--- config.mk ---
export PLATFORM = sky130hd
export DESIGN_NAME = tag_gen_top
export DESIGN_NICKNAME = d
export VERILOG_FILES = /design/src/rtl/tag_gen_pkg.sv /design/src/rtl/tag_lfsr_step.sv /design/src/rtl/tag_skip_step.sv /design/src/rtl/tag_mask_full.sv /design/src/rtl/tag_gen_top.sv
export SDC_FILE = /design/constraint.sdc
export NUM_CORES = 1
export LEC_CHECK = 0
export ABC_AREA = 0
export CAP_MARGIN = 30
export CORE_MARGIN = 10
export CORE_UTILIZATION = 40
export DETAILED_ROUTE_END_ITERATION = 12
export GPL_TIMING_DRIVEN = 0
export PLACE_DENSITY_LB_ADDON = 0.08
export SLEW_MARGIN = 20
export SYNTH_ARGS = -nofsm -noshare
export SYNTH_HDL_FRONTEND = slang
export SYNTH_HIERARCHICAL = 1
export SYNTH_SLANG_ARGS = --single-unit
--- constraint.sdc ---
create_clock -name clk -period 3.8 [get_ports clk]
set_input_delay 0.95 -clock clk [delete_from_list [all_inputs] [get_ports clk]]
set_output_delay 0.95 -clock clk [all_outputs]
set_load 0.02 [all_outputs]
--- src/rtl/tag_gen_pkg.sv ---
package tag_gen_pkg;

    typedef enum logic [1:0] {
        ST_IDLE = 2'd0,
        ST_RAND = 2'd1,
        ST_ADV  = 2'd2,
        ST_SKIP = 2'd3
    } tg_state_e;

    typedef enum logic {
        KIND_RANDOM = 1'b0,
        KIND_DERIVE = 1'b1
    } tg_kind_e;

endpackage

--- src/rtl/tag_lfsr_step.sv ---
module tag_lfsr_step #(
    parameter int unsigned          SEED_W = 16,
    parameter logic [SEED_W-1:0]    TAPS   = 16'h002D
) (
    input  logic [SEED_W-1:0] seed_i,
    output logic              bit_o,
    output logic [SEED_W-1:0] seed_o
);
    logic [SEED_W-1:0] chain;

    assign chain[0] = TAPS[0] & seed_i[0];

    genvar gi;
    generate
        for (gi = 1; gi < SEED_W; gi++) begin : g_tap
            assign chain[gi] = chain[gi-1] ^ (TAPS[gi] & seed_i[gi]);
        end
    endgenerate

    assign bit_o  = chain[SEED_W-1];
    assign seed_o = {bit_o, seed_i[SEED_W-1:1]};
endmodule

--- src/rtl/tag_skip_step.sv ---
module tag_skip_step #(
    parameter int unsigned TAG_W = 4,
    localparam int unsigned TAG_N = 1 << TAG_W
) (
    input  logic [TAG_W-1:0] tag_i,
    input  logic [TAG_N-1:0] mask_i,
    output logic             excluded_o,
    output logic [TAG_W-1:0] tag_inc_o
);
    assign excluded_o = mask_i[tag_i];
    assign tag_inc_o  = tag_i + 1'b1;
endmodule

--- src/rtl/tag_mask_full.sv ---
module tag_mask_full #(
    parameter int unsigned N = 16
) (
    input  logic [N-1:0] mask_i,
    output logic         full_o
);
    assign full_o = &mask_i;
endmodule

--- src/rtl/tag_gen_top.sv ---
module tag_gen_top
    import tag_gen_pkg::*;
#(
    parameter int unsigned          SEED_W     = 16,
    parameter int unsigned          TAG_W      = 4,
    parameter logic [SEED_W-1:0]    SEED_TAPS  = 16'h002D,
    parameter logic [SEED_W-1:0]    SEED_RESET = 16'hACE1,
    localparam int unsigned         TAG_N      = 1 << TAG_W,
    localparam int unsigned         BIT_CW     = (TAG_W > 1) ? $clog2(TAG_W) : 1
) (
    input  logic              clk,
    input  logic              rst_n,
    input  logic              seed_wr,
    input  logic [SEED_W-1:0] seed_wdata,
    output logic [SEED_W-1:0] seed_rdata,
    input  logic              req_start,
    input  logic              req_kind,
    input  logic [TAG_W-1:0]  start_tag,
    input  logic [TAG_W-1:0]  tag_offset,
    input  logic [TAG_N-1:0]  excl_mask,
    output logic              busy,
    output logic              done,
    output logic [TAG_W-1:0]  tag_out
);
    localparam logic [BIT_CW-1:0] LAST_BIT = BIT_CW'(TAG_W - 1);

    typedef struct packed {
        tg_state_e          st;
        logic [SEED_W-1:0]  seed;
        logic [TAG_W-1:0]   tag;
        logic [TAG_W-1:0]   off;
        logic [TAG_N-1:0]   mask;
        logic [BIT_CW-1:0]  bitn;
        logic               done;
        logic [TAG_W-1:0]   res;
    } ctx_t;

    ctx_t ctx_d, ctx_q;

    logic              rnd_bit;
    logic [SEED_W-1:0] rnd_seed;
    logic              cur_excluded;
    logic [TAG_W-1:0]  cur_inc;
    logic              in_mask_full;

    tag_lfsr_step #(
        .SEED_W (SEED_W),
        .TAPS   (SEED_TAPS)
    ) i_lfsr (
        .seed_i (ctx_q.seed),
        .bit_o  (rnd_bit),
        .seed_o (rnd_seed)
    );

    tag_skip_step #(
        .TAG_W (TAG_W)
    ) i_skip (
        .tag_i      (ctx_q.tag),
        .mask_i     (ctx_q.mask),
        .excluded_o (cur_excluded),
        .tag_inc_o  (cur_inc)
    );

    tag_mask_full #(
        .N (TAG_N)
    ) i_full (
        .mask_i (excl_mask),
        .full_o (in_mask_full)
    );

    always_comb begin
        logic [TAG_W-1:0] rnd_tag;
        ctx_d      = ctx_q;
        ctx_d.done = 1'b0;
        rnd_tag    = ctx_q.tag;
        rnd_tag[ctx_q.bitn] = rnd_bit;

        unique case (ctx_q.st)
            ST_IDLE: begin
                if (seed_wr) begin
                    ctx_d.seed = seed_wdata;
                end
                if (req_start) begin
                    ctx_d.mask = excl_mask;
                    ctx_d.off  = tag_offset;
                    ctx_d.bitn = '0;
                    if (tg_kind_e'(req_kind) == KIND_RANDOM) begin
                        ctx_d.tag = '0;
                        ctx_d.st  = ST_RAND;
                    end else if (in_mask_full) begin
                        ctx_d.tag  = start_tag;
                        ctx_d.res  = start_tag;
                        ctx_d.done = 1'b1;
                    end else begin
                        ctx_d.tag = start_tag;
                        ctx_d.st  = (tag_offset == '0) ? ST_SKIP : ST_ADV;
                    end
                end
            end

            ST_RAND: begin
                ctx_d.seed = rnd_seed;
                ctx_d.tag  = rnd_tag;
                if (ctx_q.bitn == LAST_BIT) begin
                    ctx_d.res  = rnd_tag;
                    ctx_d.done = 1'b1;
                    ctx_d.st   = ST_IDLE;
                end else begin
                    ctx_d.bitn = ctx_q.bitn + 1'b1;
                end
            end

            ST_ADV: begin
                ctx_d.off = ctx_q.off - 1'b1;
                ctx_d.tag = cur_inc;
                ctx_d.st  = ST_SKIP;
            end

            ST_SKIP: begin
                if (cur_excluded) begin
                    ctx_d.tag = cur_inc;
                end else if (ctx_q.off == '0) begin
                    ctx_d.res  = ctx_q.tag;
                    ctx_d.done = 1'b1;
                    ctx_d.st   = ST_IDLE;
                end else begin
                    ctx_d.off = ctx_q.off - 1'b1;
                    ctx_d.tag = cur_inc;
                end
            end

            default: ctx_d.st = ST_IDLE;
        endcase
    end

    always_ff @(posedge clk) begin
        if (!rst_n) begin
            ctx_q.st   <= ST_IDLE;
            ctx_q.seed <= SEED_RESET;
            ctx_q.tag  <= '0;
            ctx_q.off  <= '0;
            ctx_q.mask <= '0;
            ctx_q.bitn <= '0;
            ctx_q.done <= 1'b0;
            ctx_q.res  <= '0;
        end else begin
            ctx_q <= ctx_d;
        end
    end

    assign seed_rdata = ctx_q.seed;
    assign busy       = (ctx_q.st != ST_IDLE);
    assign done       = ctx_q.done;
    assign tag_out    = ctx_q.res;
endmodule

==> results.sh <==
export IMPL_diodes=0
export IMPL_drc=0
export IMPL_initialDrtViolationCount=118
export IMPL_dr_pass1_iters=4
export IMPL_syn_area_per_cell_um2=8.08
export IMPL_synthToLayoutAreaGrowth_pct=30.2
export IMPL_synthDistinctLibCells=52
export IMPL_period_minus_slack_ps=2960
export IMPL_synth_flop_cell="dfxtp_1"
export IMPL_cp_required_ps=3980
export IMPL_r2r_start="ctx_q[27]"
export IMPL_tns_ps=0
export IMPL_tightest_slew_ps=665
export IMPL_fin_crit_sh=0.779
export IMPL_floorplan_io_pins=67
export IMPL_syn_nets=416
export IMPL_fillCellCount=724
export IMPL_setup_slack_ps=841
export IMPL_clkTransAtPathRegs_ps=90
export IMPL_cp_max_fo=4
export IMPL_drt_total_wl_um=8180
export IMPL_port_buffers=65
export IMPL_clockBufferDepth=2
export IMPL_via_count=2709
export IMPL_start_kind="input pin"
export IMPL_hold_path_endpoint="ctx_q[12]"
export IMPL_clk_latency_ps=310
export IMPL_synth_top_cells_by_count="nand2_1, dfxtp_1, a21oi_1, buf_4, o21ai_0"
export IMPL_drt_vias_per_instance=5.04
export IMPL_antenna_found_initial=0
export IMPL_ctsResizeCount=0
export IMPL_die_area_mm2=0.0112
export IMPL_first_global_vias=2696
export IMPL_rows=31
export IMPL_place_gp_congestion=0.855
export IMPL_arrival_ps=3140
export IMPL_cts_root_buffer="clkbuf_8"
export IMPL_h_tree_depth=2
export IMPL_die_width_um=106
export IMPL_yosysTopAreaCellShare=0.333
export IMPL_drive_gt1_frac=0.160
export IMPL_p_per_area_mw_per_mm2=392
export IMPL_place_ws_ps=504
export IMPL_rsz0062_at_grt="no"
export IMPL_finalClockSkew_ps=8.44
export IMPL_synthesis_area_mm2=0.00295
export IMPL_postCtsSetupBuffers=0
export IMPL_antenna_left=0
export IMPL_synth_warnings=6
export IMPL_maxCapViolCount=0
export IMPL_core_region_area_mm2=0.00721
export IMPL_drv_slew=0
export IMPL_final_nets=488
export IMPL_slew_headroom=0.553
export IMPL_grt_pass1_wl_um=13600
export IMPL_ys_ff_latch=49
export IMPL_hp_class="flip-flop to flip-flop"
export IMPL_cts_buffers=5
export IMPL_hpwl_um=6400
export IMPL_start_util=0.409
export IMPL_ff2ff_setup_slack_ps=1270
export IMPL_cts_hold_buf=0
export IMPL_yosys_top_cells_area="dfxtp_1, buf_4, a21oi_1"
export IMPL_synthMostInstantiatedCell="nand2_1"
export IMPL_clock_sinks=49
export IMPL_ir_drop_v=0.000169
export IMPL_grt_max_degree=15
export IMPL_grt_use_total=0.146
export IMPL_grt_ovfl_total=0
export IMPL_setup_worst_path_class="input pin to flip-flop"
export IMPL_synth_edff_count=0
export IMPL_synth_cells=365
export IMPL_hold_viol_final=0
export IMPL_p_leak_nw=1.51
export IMPL_synth_top_cell_by_area="dfxtp_1"
export IMPL_wl_per_cell_um=15.2
export IMPL_status="finished, final reports clean"
export IMPL_die_y_um=106
export IMPL_cts_tree="built"
export IMPL_min_path_cells=2
export IMPL_setup_violations=0
export IMPL_fmax_mhz=338
export IMPL_r2r_end="tag_out[2]"
export IMPL_async_flop_share=0
export IMPL_yosysSeqAreaShare=0.333
export IMPL_ff2ff_path_depth=8
export IMPL_hp_start="ctx_q[12]"
export IMPL_cp_end_kind="flip-flop"
logic make-up after synthesis:
kind of cell / share of synthesized area
XOR/XNOR: 0.0178
buffers and inverters: 0.148
adder cells (fa/ha/maj): 0.0255
multiplexers: 0.0632
AND/OR/NAND/NOR: 0.198
AO/OA/AOI/OAI: 0.215
flip-flops: 0.333
registers in the layout, indices dropped and copies added, names as in the netlist:
register    cells
ctx_q          28
tag_out         4
done            1
seed_rdata     16
power by group:
part	total [W]	internal (W)	switching [W]
logic	0.000502	0.000259	0.000243
clock network	0.000391	0.000215	0.000177
registers	0.000611	0.000564	0.0000471
cell usage in the layout, fill, tap and decap left out, drive strengths merged, types with 2 or more instances in the layout:
master          n
nor3b           4
mux4            4
clkbuf         13
a211oi          2
nand2          53
dfxtp          49
xnor2           4
o21ai          38
mux2i           7
o22ai           4
a22oi           2
nor2           24
clkdlybuf4s50  65
a31oi           4
buf            52
nor3            6
a21oi          47
nor2b           2
and3            9
ha              6
nor4            2
xor2            2
nand4           4
inv            11
or2             2
o21a            2
a221oi          5
metrics by stage:
step	std cells	util	hold WS, ps	cell area, um^2	total power [W]
2_1_floorplan	365	-	432	2950	0.000947
3_3_place_gp	529	0.516	439	3720	0.00112
3_5_place_dp	529	0.516	445	3720	0.00113
4_1_cts	537	0.532	458	3840	0.00152
5_1_grt	537	0.532	484	3840	0.00159
6_report	537	0.532	456	3840	0.00150
how the worst max path moves through the flow:
stage                             from  cells after the start  slack, ps    endpoint
final                     excl_mask[2]                      7        840  tag_out[0]
after global routing      excl_mask[2]                      7        640  tag_out[0]
after CTS                 excl_mask[2]                      7        830  tag_out[0]
after detailed placement  excl_mask[2]                      7        500  tag_out[0]
after global placement    excl_mask[2]                      7        510  tag_out[1]
after floorplan           excl_mask[2]                      6       1530  tag_out[0]
area by class of cell:
cell class	instances	area, um^2	area share
Clock buffer	7	86.3	0.0225
Clock inverter	1	30.0	0.00782
Inverter	11	41.3	0.0108
Buffer	58	395	0.103
Sequential cell	49	981	0.256
Multi-Input combinational cell	247	1530	0.399
Tap cell	99	124	0.0323
Timing Repair Buffer	65	651	0.169
layer usage:
| layer | GRT usage | wire [um] |
|---|---|---|
| met1 | 0.197 | 4040 |
| met5 | 0 | 0 |
| met4 | 0.0348 | 74 |
| met2 | 0.229 | 3680 |
| met3 | 0.0365 | 386 |
critical path: stages:
cell	delay, ps
clkdlybuf4s50_1	530
nand4_1	160
nor4_2	610
nand2_1	220
o221a_4	280
nor3_4	240
o22ai_1	120
Power figures use the tool's default switching activity.
